**src/rtl/ra_pkg.sv**
```systemverilog
package ra_pkg;
    typedef enum logic [2:0] {
        OP_NOP    = 3'd0,
        OP_ALU    = 3'd1,
        OP_LOAD   = 3'd2,
        OP_STORE  = 3'd3,
        OP_BRANCH = 3'd4
    } ra_op_e;
endpackage

```
**src/rtl/ra_mode_ctl.sv**
```systemverilog
module ra_mode_ctl #(
    parameter int PCW  = 16,
    parameter int CNTW = 8
) (
    input  logic            clk,
    input  logic            rst_n,
    input  logic            miss_stall_i,
    input  logic [PCW-1:0]  miss_pc_i,
    input  logic            fill_i,
    input  logic            conservative_i,
    input  logic            br_inv_i,
    input  logic            excp_i,
    output logic            run_o,
    output logic            halted_o,
    output logic            enter_o,
    output logic            exit_o,
    output logic            active_o,
    output logic            redirect_o,
    output logic [PCW-1:0]  redirect_pc_o,
    output logic            restore_o,
    output logic [CNTW-1:0] excp_cnt_o
);
    localparam logic [CNTW-1:0] CNT_MAX = {CNTW{1'b1}};

    typedef struct packed {
        logic            run;
        logic            halted;
        logic [PCW-1:0]  pc;
        logic            redir;
        logic            rest;
        logic [CNTW-1:0] cnt;
    } mode_t;

    mode_t d, q;

    always_comb begin
        d       = q;
        d.redir = 1'b0;
        d.rest  = 1'b0;
        if (!q.run) begin
            if (miss_stall_i) begin
                d.run    = 1'b1;
                d.halted = 1'b0;
                d.pc     = miss_pc_i;
            end
        end else if (fill_i) begin
            d.run    = 1'b0;
            d.halted = 1'b0;
            d.redir  = 1'b1;
            d.rest   = 1'b1;
        end else if (!q.halted) begin
            if (excp_i && (q.cnt != CNT_MAX)) begin
                d.cnt = q.cnt + 1'b1;
            end
            if (br_inv_i && conservative_i) begin
                d.halted = 1'b1;
            end
        end
    end

    always_ff @(posedge clk or negedge rst_n) begin
        if (!rst_n) begin
            q <= '0;
        end else begin
            q <= d;
        end
    end

    assign run_o         = q.run;
    assign halted_o      = q.halted;
    assign enter_o       = !q.run && miss_stall_i;
    assign exit_o        = q.run && fill_i;
    assign active_o      = q.run && !q.halted && !fill_i;
    assign redirect_o    = q.redir;
    assign redirect_pc_o = q.pc;
    assign restore_o     = q.rest;
    assign excp_cnt_o    = q.cnt;

    assert_enter_R2: assert property (@(posedge clk) disable iff (!rst_n)
        (!run_o && miss_stall_i) |=> run_o);
    assert_halt_in_run_R7: assert property (@(posedge clk) disable iff (!rst_n)
        halted_o |-> run_o);
    assert_exit_R8: assert property (@(posedge clk) disable iff (!rst_n)
        (run_o && fill_i) |=> (redirect_o && !run_o && !halted_o));
    assert_redirect_pulse_R8: assert property (@(posedge clk) disable iff (!rst_n)
        redirect_o |=> !redirect_o);
    assert_cnt_sat_R10: assert property (@(posedge clk) disable iff (!rst_n)
        (excp_cnt_o == CNT_MAX) |=> (excp_cnt_o == CNT_MAX));
endmodule

```
**src/rtl/ra_regbank.sv**
```systemverilog
module ra_regbank #(
    parameter int NREG = 8,
    parameter int XLEN = 16
) (
    input  logic                    clk,
    input  logic                    rst_n,
    input  logic                    wr_en_i,
    input  logic [$clog2(NREG)-1:0] wr_idx_i,
    input  logic [XLEN-1:0]         wr_data_i,
    input  logic                    ckpt_i,
    input  logic                    restore_i,
    input  logic [$clog2(NREG)-1:0] rd_idx_i,
    output logic [XLEN-1:0]         rd_data_o
);
    typedef struct packed {
        logic [NREG-1:0][XLEN-1:0] regs;
        logic [NREG-1:0][XLEN-1:0] bak;
    } bank_t;

    bank_t d, q;

    always_comb begin
        d = q;
        if (restore_i) begin
            d.regs = q.bak;
        end else begin
            if (wr_en_i) begin
                d.regs[wr_idx_i] = wr_data_i;
            end
            if (ckpt_i) begin
                d.bak = d.regs;
            end
        end
    end

    always_ff @(posedge clk or negedge rst_n) begin
        if (!rst_n) begin
            q <= '0;
        end else begin
            q <= d;
        end
    end

    assign rd_data_o = q.regs[rd_idx_i];

    assert_restore_R3: assert property (@(posedge clk) disable iff (!rst_n)
        restore_i |=> (q.regs == $past(q.bak)));
endmodule

```
**src/rtl/ra_inv_track.sv**
```systemverilog
module ra_inv_track #(
    parameter int NREG  = 8,
    parameter int LINES = 64
) (
    input  logic                     clk,
    input  logic                     rst_n,
    input  logic                     valid_i,
    input  ra_pkg::ra_op_e           op_i,
    input  logic [$clog2(NREG)-1:0]  rd_i,
    input  logic [$clog2(NREG)-1:0]  rs1_i,
    input  logic [$clog2(NREG)-1:0]  rs2_i,
    input  logic [$clog2(LINES)-1:0] line_i,
    input  logic                     mem_miss_i,
    input  logic                     active_i,
    input  logic                     enter_i,
    input  logic [$clog2(NREG)-1:0]  miss_rd_i,
    input  logic                     clear_i,
    output logic [NREG-1:0]          reg_inv_o,
    output logic                     dest_vld_o,
    output logic                     dest_inv_o,
    output logic                     br_inv_o
);
    import ra_pkg::*;

    typedef struct packed {
        logic [NREG-1:0]  rinv;
        logic [LINES-1:0] linv;
        logic             dvld;
        logic             dinv;
    } trk_t;

    trk_t d, q;
    logic flag;

    always_comb begin
        d      = q;
        d.dvld = 1'b0;
        d.dinv = 1'b0;
        flag   = 1'b0;
        if (clear_i) begin
            d.rinv = '0;
            d.linv = '0;
        end else if (enter_i) begin
            d.rinv            = '0;
            d.rinv[miss_rd_i] = 1'b1;
        end else if (active_i && valid_i) begin
            case (op_i)
                OP_ALU: begin
                    flag         = q.rinv[rs1_i] | q.rinv[rs2_i];
                    d.rinv[rd_i] = flag;
                    d.dvld       = 1'b1;
                    d.dinv       = flag;
                end
                OP_LOAD: begin
                    flag         = q.rinv[rs1_i] | mem_miss_i | q.linv[line_i];
                    d.rinv[rd_i] = flag;
                    d.dvld       = 1'b1;
                    d.dinv       = flag;
                end
                OP_STORE: begin
                    if (!q.rinv[rs1_i] && !mem_miss_i) begin
                        d.linv[line_i] = 1'b1;
                    end
                end
                default: ;
            endcase
        end
    end

    always_ff @(posedge clk or negedge rst_n) begin
        if (!rst_n) begin
            q <= '0;
        end else begin
            q <= d;
        end
    end

    assign reg_inv_o  = q.rinv;
    assign dest_vld_o = q.dvld;
    assign dest_inv_o = q.dinv;
    assign br_inv_o   = valid_i && (op_i == OP_BRANCH) && q.rinv[rs1_i];

    assert_clear_R8: assert property (@(posedge clk) disable iff (!rst_n)
        clear_i |=> (reg_inv_o == '0));
    assert_alu_clean_R4: assert property (@(posedge clk) disable iff (!rst_n)
        (active_i && valid_i && op_i == OP_ALU && !q.rinv[rs1_i] && !q.rinv[rs2_i])
        |=> (dest_vld_o && !dest_inv_o));
    assert_load_miss_R5: assert property (@(posedge clk) disable iff (!rst_n)
        (active_i && valid_i && op_i == OP_LOAD && mem_miss_i) |=> (dest_vld_o && dest_inv_o));
    assert_idle_quiet_R11: assert property (@(posedge clk) disable iff (!rst_n)
        !active_i |=> !dest_vld_o);
endmodule

```
**src/rtl/ra_ckpt_tracker.sv**
```systemverilog
module ra_ckpt_tracker #(
    parameter int NREG  = 8,
    parameter int XLEN  = 16,
    parameter int PCW   = 16,
    parameter int LINES = 64,
    parameter int CNTW  = 8
) (
    input  logic                     clk,
    input  logic                     rst_n,
    input  logic                     conservative_i,
    input  logic                     miss_stall_i,
    input  logic [PCW-1:0]           miss_pc_i,
    input  logic [$clog2(NREG)-1:0]  miss_rd_i,
    input  logic                     fill_i,
    input  logic                     instr_valid_i,
    input  logic [2:0]               instr_op_i,
    input  logic [$clog2(NREG)-1:0]  instr_rd_i,
    input  logic [$clog2(NREG)-1:0]  instr_rs1_i,
    input  logic [$clog2(NREG)-1:0]  instr_rs2_i,
    input  logic [$clog2(LINES)-1:0] instr_line_i,
    input  logic                     instr_miss_i,
    input  logic                     instr_excp_i,
    input  logic                     wr_en_i,
    input  logic [$clog2(NREG)-1:0]  wr_idx_i,
    input  logic [XLEN-1:0]          wr_data_i,
    input  logic [$clog2(NREG)-1:0]  rd_idx_i,
    output logic [XLEN-1:0]          rd_data_o,
    output logic                     runahead_o,
    output logic                     halted_o,
    output logic [NREG-1:0]          reg_inv_o,
    output logic                     dest_inv_valid_o,
    output logic                     dest_inv_o,
    output logic                     restore_o,
    output logic                     redirect_valid_o,
    output logic [PCW-1:0]           redirect_pc_o,
    output logic [CNTW-1:0]          excp_cnt_o
);
    import ra_pkg::*;

    ra_op_e op_w;
    logic   enter_w, exit_w, active_w, br_inv_w;

    assign op_w = ra_op_e'(instr_op_i);

    ra_mode_ctl #(.PCW(PCW), .CNTW(CNTW)) u_mode (
        .clk            (clk),
        .rst_n          (rst_n),
        .miss_stall_i   (miss_stall_i),
        .miss_pc_i      (miss_pc_i),
        .fill_i         (fill_i),
        .conservative_i (conservative_i),
        .br_inv_i       (br_inv_w),
        .excp_i         (instr_valid_i && instr_excp_i),
        .run_o          (runahead_o),
        .halted_o       (halted_o),
        .enter_o        (enter_w),
        .exit_o         (exit_w),
        .active_o       (active_w),
        .redirect_o     (redirect_valid_o),
        .redirect_pc_o  (redirect_pc_o),
        .restore_o      (restore_o),
        .excp_cnt_o     (excp_cnt_o)
    );

    ra_regbank #(.NREG(NREG), .XLEN(XLEN)) u_bank (
        .clk       (clk),
        .rst_n     (rst_n),
        .wr_en_i   (wr_en_i),
        .wr_idx_i  (wr_idx_i),
        .wr_data_i (wr_data_i),
        .ckpt_i    (enter_w),
        .restore_i (exit_w),
        .rd_idx_i  (rd_idx_i),
        .rd_data_o (rd_data_o)
    );

    ra_inv_track #(.NREG(NREG), .LINES(LINES)) u_inv (
        .clk        (clk),
        .rst_n      (rst_n),
        .valid_i    (instr_valid_i),
        .op_i       (op_w),
        .rd_i       (instr_rd_i),
        .rs1_i      (instr_rs1_i),
        .rs2_i      (instr_rs2_i),
        .line_i     (instr_line_i),
        .mem_miss_i (instr_miss_i),
        .active_i   (active_w),
        .enter_i    (enter_w),
        .miss_rd_i  (miss_rd_i),
        .clear_i    (exit_w),
        .reg_inv_o  (reg_inv_o),
        .dest_vld_o (dest_inv_valid_o),
        .dest_inv_o (dest_inv_o),
        .br_inv_o   (br_inv_w)
    );
endmodule

```
**config.mk**
```make
export PLATFORM = sky130hd
export DESIGN_NAME = ra_ckpt_tracker
export DESIGN_NICKNAME = d
export VERILOG_FILES = /design/src/rtl/ra_pkg.sv /design/src/rtl/ra_mode_ctl.sv /design/src/rtl/ra_regbank.sv /design/src/rtl/ra_inv_track.sv /design/src/rtl/ra_ckpt_tracker.sv
export SDC_FILE = /design/constraint.sdc
export NUM_CORES = 1
export LEC_CHECK = 0
export BUFFER_PORTS_ARGS = -buffer_cell sky130_fd_sc_hd__buf_2
export CORE_MARGIN = 5
export CORE_UTILIZATION = 55
export DETAILED_ROUTE_END_ITERATION = 6
export GPL_TIMING_DRIVEN = 0
export PLACE_DENSITY = 0.79
export SYNTH_ARGS = -nofsm -noshare
export SYNTH_HDL_FRONTEND = slang
export SYNTH_SLANG_ARGS = --single-unit
```
**constraint.sdc**
```tcl
create_clock -name clk -period 2.85 [get_ports clk]
set_input_delay 0.7125 -clock clk [delete_from_list [all_inputs] [get_ports clk]]
set_output_delay 0.7125 -clock clk [all_outputs]
set_load 0.01 [all_outputs]
```
=== Word level (Yosys, flattened, before mapping) ===
Index checks and enable logic that the tools add are counted.

* Register bits after elaboration: 358
* Bits of input ports: 68
* Logic and storage cells: 124

* Add/sub/neg operators: 1
* Magnitude comparators: 11
* Eq/ne operators: 6
* Muxes and demuxes: 41
* Bitwise gates (word level): 8
* Reduce and logical (&&, ||, !) cells: 31

{| class="wikitable"
|+ Operator list
! kind !! count
|-
| $mux 128 || 2
|-
| $bwmux 128 || 1
|-
| $mux 64 || 2
|-
| $mux 74 || 1
|-
| $mux 72 || 1
|-
| $mux 66 || 1
|-
| $or 64x64->64 || 1
|-
| $bmux 16 s3 || 1
|-
| $demux 16 s3 || 1
|-
| $mux 16 || 2
|-
| $mux 8 || 4
|-
| $lt 3x4->1 const B || 6
|-
| $mux 18 || 1
|-
| $bwmux 8 || 2
|-
| $pmux 8 s2 || 1
|-
| $logic_and 1x1->1 || 15
|-
| $mux 1 || 10
|-
| $mux 10 || 1
|-
| $ge 3x1->1 const B || 3
|-
| $add 8x1->8 const B || 1
|-
| $ne 8x8->1 const B || 1
|-
| $reduce_and 4->1 || 2
|-
| $reduce_bool 2->1 || 4
|-
| $lt 6x7->1 const B || 1
|-
| 17 further kinds || 33
|}

=== Longest topological paths before layout ===
Gate-level depths: netlist (run 1).

* Word-level depth: 10
* Depth in mapped cells: 9
* Mapped depth without buffers: 8

=== Cells and area by module ===
A second synthesis (run 1) with hierarchy kept.

* Cell total of the unflattened synthesis: 1,264
* Area total of the unflattened synthesis: 17,395.4 µm²

{| class="wikitable"
|+ By module, submodules not included
! module !! times used !! cells an instance !! area each (µm²)
|-
| ra_regbank || 1 || 749 || 12,213.0
|-
| ra_inv_track || 1 || 431 || 4,048.9
|-
| ra_mode_ctl || 1 || 83 || 1,127.3
|-
| ra_ckpt_tracker || 1 || 1 || 6.3
|}

=== Worst setup path after synthesis (run 1) ===
Ideal clock, no wire load.

* Path type: input-to-output
* From: in rd_idx_i[0]
* To: out rd_data_o[0]
* Arrival: 2,319 ps
* Data required time: 2,138 ps
* Slack: -181 ps
* Cell stages on the path: 4
* Buffers on the path: 2
* Cells stage by stage: clkbuf_1 -> buf_1 -> mux4_2 -> mux2_2

* Word-level cells in the longest chain between the ends: 2

{| class="wikitable"
|+ Ends and longest elaborated chain
! what !! RTL line !! text
|-
| from (decl) || ra_ckpt_tracker.sv:26 || <nowiki>input logic [$clog2(NREG)-1:0] rd_idx_i,</nowiki>
|-
| $bmux 16 s3 || ra_regbank.sv:44 || <nowiki>assign rd_data_o = q.regs[rd_idx_i];</nowiki>
|-
| $mux 16 (not written as such) || ra_regbank.sv:44 ||
|-
| to (decl) || ra_ckpt_tracker.sv:27 || <nowiki>output logic [XLEN-1:0] rd_data_o,</nowiki>
|}

Every way passes these cells. The select of a mux whose other input is x is not followed.

=== Final worst setup path (run 1) ===
* From: in rd_idx_i[1]
* To: out rd_data_o[10]

Same word-level chain as after synthesis.

==> metrics.yaml, run 1 <==
switching_power_uw: 5100
period_needed_ps: 2830
fin_skew_ps: 18.1
grt_usage: 0.280
synth_seq_cells: 357
cts_sinks: 357
cts_buffer_depth: 3
grt_pass1_wl_um: 74200
worst_pin_slew_ps: 906
yosys_warnings: 0
die_w_um: 182
cts_tree: "built"
synth_ff_type: "dfrtp_1"
routed_wl_um: 46600
antenna_found_initial: 3
routed.top_layer: "met5"
cp.arrival_ps: 2110
initial_core_util: 0.554
final_common_cell: "dfrtp_1"
routed_via_density: 6.17
dr_wl_met2_um: 22100
start_kind: "primary input"
remaining_drc_errors: 0
crit_top_cell: "buf_2"
synthMuxAreaShare: 0.157
max_freq_mhz: 354
status: "finished clean"
synth_area_um2: 16300
core_um2: 29500
synth_top_family_by_area: "multiplexers"
io_buffers: 98
holdBufCountCts: 0
sequentialPowerShare: 0.458
wl_per_cell_um: 21.8
rsz0062_at_grt: "false"
grt_max_degree: 114
met3_length_um: 4320
maxSlewViolCount: 0
place.gp.congestion: 0.934
critical_path_class: "in2out"
ys_async_sr_fraction: 1.00
powerDensity_nw_per_um2: 860
first_iter_violations: 1469
final_util: 0.638
cpPeakStageDelay_ps: 400
yosys.area_share.simple: 0.126
path_max_fanout: 10
io_pins: 122
area_delta_synth_final_pct: 15.0
synthCells: 1574
clk_pin_slew_ps: 60
nNetsFinal: 1785
timing.final.ws_setup_ps: 22.6
finalHoldViolCount: 0
cp_cell_sequence: "buf_2, buf_2, mux4_2, mux2_2, buf_2"
cpMaxStageDelayCell: "mux4_2"
p_clk_frac: 0.319
drive_above_1_share: 0.149
cp-end-kind: "primary output"
critPathRequiredTime_ps: 2140
yosysSeqAreaShare: 0.547
postCtsSetupBuffers: 0
h-tree-depth: 2
relSlewSlack: 0.391
fin_crit_sh: 0.992
synth.distinct_cells: 50
dr.pass1.iters: 6
dpl.hpwl_um: 31800
grt_overflow: 0
synth_edf_count: 0
synth_fp_nets: 1643
p_leak_uw: 0.00863
swShare: 0.315
synth_compound_area_frac: 0.129
cts_root_buffer: "clkbuf_16"
vias: 13200
diodes: 0
path_delay_family: "multiplexers"
setup_viol: 0
dp.cells: 2065
m1WireLength_um: 18700
ir_drop_v: 0.000627
ant_nets: 0
dieArea_um2: 33300
rows: 63
internal_power_uw: 11100
avgSynthCellArea_um2: 10.4
fin_cells: 2136
hp-class: "in2async"
p_comb_frac: 0.223
synth_xor_area_frac: 0.00429
cts_made_buffers: 39
grt_pass1_vias: 13300
fin_setup_tns_ps: 0
max-cap-violations: 0
clk_latency_ps: 540
die_h_um: 182
final_cell_mix: "dfrtp_1 (357), nand2_1 (234), o21ai_0 (166), nor2_1 (151), mux2i_1 (150)"
synthAdderAreaFrac: 0.000766
path_buf_inv: 3
post-place-ws_ps: -490
==> Yosys cell counts (4+ instances only) <==
| master | instances | share of area |
|---|---|---|
| o21ai_0 | 166 | 0.051 |
| mux2_2 | 19 | 0.013 |
| a21oi_1 | 140 | 0.043 |
| buf_4 | 9 | 0.0041 |
| a22o_1 | 32 | 0.017 |
| nor3b_1 | 9 | 0.0041 |
| buf_1 | 21 | 0.0048 |
| buf_2 | 10 | 0.0031 |
| mux2i_1 | 150 | 0.092 |
| nor2_1 | 151 | 0.035 |
| nor3_1 | 11 | 0.0034 |
| nor2b_1 | 9 | 0.0034 |
| nand3_1 | 19 | 0.0058 |
| nand3b_1 | 4 | 0.0018 |
| nand4_1 | 10 | 0.0038 |
| dfrtp_1 | 357 | 0.55 |
| inv_1 | 8 | 0.0018 |
| o221ai_1 | 5 | 0.0027 |
| nand2b_1 | 11 | 0.0042 |
| mux4_2 | 38 | 0.052 |
| nand2_1 | 234 | 0.054 |
| a31oi_1 | 13 | 0.0050 |
| a22oi_1 | 4 | 0.0018 |
| and3_1 | 7 | 0.0027 |
| clkbuf_1 | 97 | 0.022 |
| xnor2_1 | 5 | 0.0027 |
==> final cells by class <==
cell class	instances	area (um^2)
plain buffers	136	616
clock buffers	53	1130
clock inverters	18	191
fillers	2322	10700
inverters	8	30.0
multi-input cells	1072	6820
flip-flops and latches	357	8930
well taps	390	488
repair buffers	102	591
==> power by group through the flow <==
stage / Combinational, uW / Clock (uW) / Sequential, uW
detailed placement: 3500 / 0 / 7420
finish: 3600 / 5160 / 7400
global route: 3970 / 5450 / 7540
floorplan: 2360 / 0 / 7160
global placement: 3320 / 0 / 7350
CTS: 3560 / 5220 / 7360
==> layer usage <==
metal | track usage | vias to the layer above
met5 | 0 | -
met4 | 0.0979 | 6
met3 | 0.0612 | 101
met2 | 0.445 | 718
met1 | 0.386 | 6567
li1 | - | 5782
==> worst paths after layout <==
path	from	endpoint	slack, ps	cells after the start
setup / recovery	rd_idx_i[1]	rd_data_o[10]	20	5
hold / removal	rst_n	u_bank.q[211]	220	1
setup reg to reg	u_inv.reg_inv_o[7]	u_inv.q[26]	200	7
hold reg to reg	u_mode.redirect_pc_o[15]	u_mode.redirect_pc_o[15]	470	2
max in group asynchronous	rst_n	u_inv.q[35]	1410	3
min in group clk	miss_pc_i[4]	u_mode.redirect_pc_o[4]	380	3
==> what timing repair did <==
item	4_1_cts	5_1_grt
resized for setup	16	5
endpoints found under the hold margin	0	0
pin swaps	0	0
endpoints found under the setup margin	16	53
==> state kept, by name, summed over array words and instances (netlist names) <==
signal	flops
u_bank.q	256
u_inv.dest_inv_o	1
u_inv.dest_vld_o	1
u_inv.q	64
u_inv.reg_inv_o	8
u_mode.excp_cnt_o	8
u_mode.halted_o	1
u_mode.redirect_o	1
u_mode.redirect_pc_o	16
u_mode.run_o	1
==> stage by stage <==
| stage | instance area, um^2 | power [uW] | hold WS (ps) |
|---|---|---|---|
| 5_1_grt | 18800 | 17000 | 278 |
| 4_1_cts | 18800 | 16100 | 243 |
| 2_1_floorplan | 16300 | 9520 | 417 |
| 6_report | 18800 | 16200 | 221 |
| 3_3_place_gp | 17300 | 10700 | 455 |
| 3_5_place_dp | 17400 | 10900 | 462 |
==> logic make-up after synthesis <==
kind of cell,Yosys count
flops,357
compound gates,377
mux,207
xor+xnor,8
buf+inv,145
fa+ha+maj,1
simple gates,479
==> worst reg2reg max path: cells and delay by family (launching register included) <==
family,cells,cell delay (ps)
mux,2,770
simple gates,3,820
compound gates,2,560
flops,1,420
(Power assumes the default switching activity.)
==> inputs of run 2 (changes only) <==
Settings changed: SETUP_SLACK_MARGIN from default to 0.05.
==> run 2 against run 1 <==
Against the previous run: clock skew is 2.8 ps lower; sequential share of layout area shrank 0.17 points; largest cell class unchanged; critical endpoint is now rd_data_o[8]; via count fell by 0.21%; fmax increased by 1.5%.
==> metrics.yaml, run 2 (synthesis results as in run 1) <==
status: "finished clean"
cts_buffer_depth: 3
io_buffers: 98
h-tree-depth: 2
antenna_found_initial: 3
grt_pass1_wl_um: 74200
relSlewSlack: 0.396
rows: 63
maxSlewViolCount: 0
grt_pass1_vias: 13400
worstReg2RegEnd: "u_inv.q[24]"
final_util: 0.640
max-cap-violations: 0
drive_above_1_share: 0.151
clk_pin_slew_ps: 60
ir_drop_v: 0.000627
cts_tree: "built"
routed_via_density: 6.15
grt_max_degree: 114
cts_made_buffers: 39
dpl-instance-area_um2: 17400
io_pins: 122
routed_wl_um: 46900
area_delta_synth_final_pct: 15.5
dpl.hpwl_um: 31800
fillers: 2314
finalHoldViolCount: 0
path_max_fanout: 7
dr_wl_met2_um: 22200
max_freq_mhz: 359
die_w_um: 182
largest_reg_flops: 256
stdcell_area_um2: 18900
final_cell_mix: "dfrtp_1 (357), nand2_1 (234), o21ai_0 (166), nor2_1 (151), mux2i_1 (150)"
vias: 13100
worst_pin_slew_ps: 899
met3_length_um: 4240
period_needed_ps: 2780
diodes: 0
clk_latency_ps: 530
cts_root_buffer: "clkbuf_16"
rsz0062_at_grt: "true"
grt_overflow: 0
regMostFlops: "u_bank.q"
fin_crit_sh: 0.977
cp.arrival_ps: 2070
nNetsFinal: 1788
critical_path_class: "in2out"
hp-class: "in2async"
cp-end-kind: "primary output"
p_leak_uw: 0.00866
setup_viol: 0
remaining_drc_errors: 0
m1WireLength_um: 18800
cts_sinks: 357
final_common_cell: "dfrtp_1"
critPathRequiredTime_ps: 2140
wl_per_cell_um: 21.9
holdBufCountCts: 0
die_h_um: 182
ant_nets: 0
reg2reg_slack_ps: 190
powerDensity_nw_per_um2: 859
dr.pass1.iters: 6
first_iter_violations: 1447
initial_core_util: 0.554
place.gp.congestion: 0.934
grt_usage: 0.280
core_um2: 29500
r2r_start: "u_inv.reg_inv_o[7]"
fin_cells: 2139
r2r_cells: 7
fin_skew_ps: 15.3
routed.top_layer: "met5"
start_kind: "primary input"
dp.cells: 2065
crit_path_end: "rd_data_o[8]"
worstSetupStartpoint: "rd_idx_i[0]"
dieArea_um2: 33300
[run 2: layout make-up]
class / instances / area, um^2 / area share
inverter: 8 / 30.0 / 0.00159
tap: 390 / 488 / 0.0259
buffer: 137 / 632 / 0.0335
multi-input combinational: 1072 / 6820 / 0.362
timing repair buffer: 104 / 641 / 0.0340
clock buffer: 53 / 1130 / 0.0598
sequential: 357 / 8930 / 0.474
clock inverter: 18 / 191 / 0.0101
[run 2: how the worst min path moves through the flow]
stage                              from                       end  slack (ps)
3_3_place_gp   u_mode.redirect_pc_o[13]  u_mode.redirect_pc_o[13]         460
3_5_place_dp    u_mode.redirect_pc_o[5]   u_mode.redirect_pc_o[5]         460
5_1_grt                           rst_n             u_bank.q[195]         280
2_1_floorplan                     rst_n               u_bank.q[0]         420
6_report                          rst_n             u_bank.q[196]         220
4_1_cts                           rst_n             u_bank.q[211]         240
[run 2: timing repair]
item	CTS	global route
endpoints found under the setup margin	16	73
cloned	0	2
setup buffers	0	0
resized for setup	19	7
pin swaps	0	0
[run 2: worst max-delay path, stage by stage]
cell and delay (ps):
buf_8 150, clkbuf_16 180, mux4_2 540, mux2_2 320
buf_2 160
[run 2: report_power, final]
part           total, uW  switching [uW]  internal (uW)
sequential          7410             906           6510
clock               5170            2100           3070
combinational       3620            2120           1500
total              16200            5120          11100
[run 2: layer usage]
layer / global-route usage / vias to the layer above
met1: 0.385 / 6543
met3: 0.0624 / 115
met4: 0.0979 / 6
met5: 0 / -
met2: 0.445 / 698
li1: - / 5784
[run 2: stage by stage]
stage               setup WS, ps  hold WS [ps]  power (uW)  setup TNS, ps
floorplan                   94.6           417        9520              0
global placement           -5630           455       10700       -2027630
detailed placement          -490           462       10900         -33190
CTS                         57.7           243       16100              0
global route                45.1           278       17000              0
finish                      65.0           225       16200              0
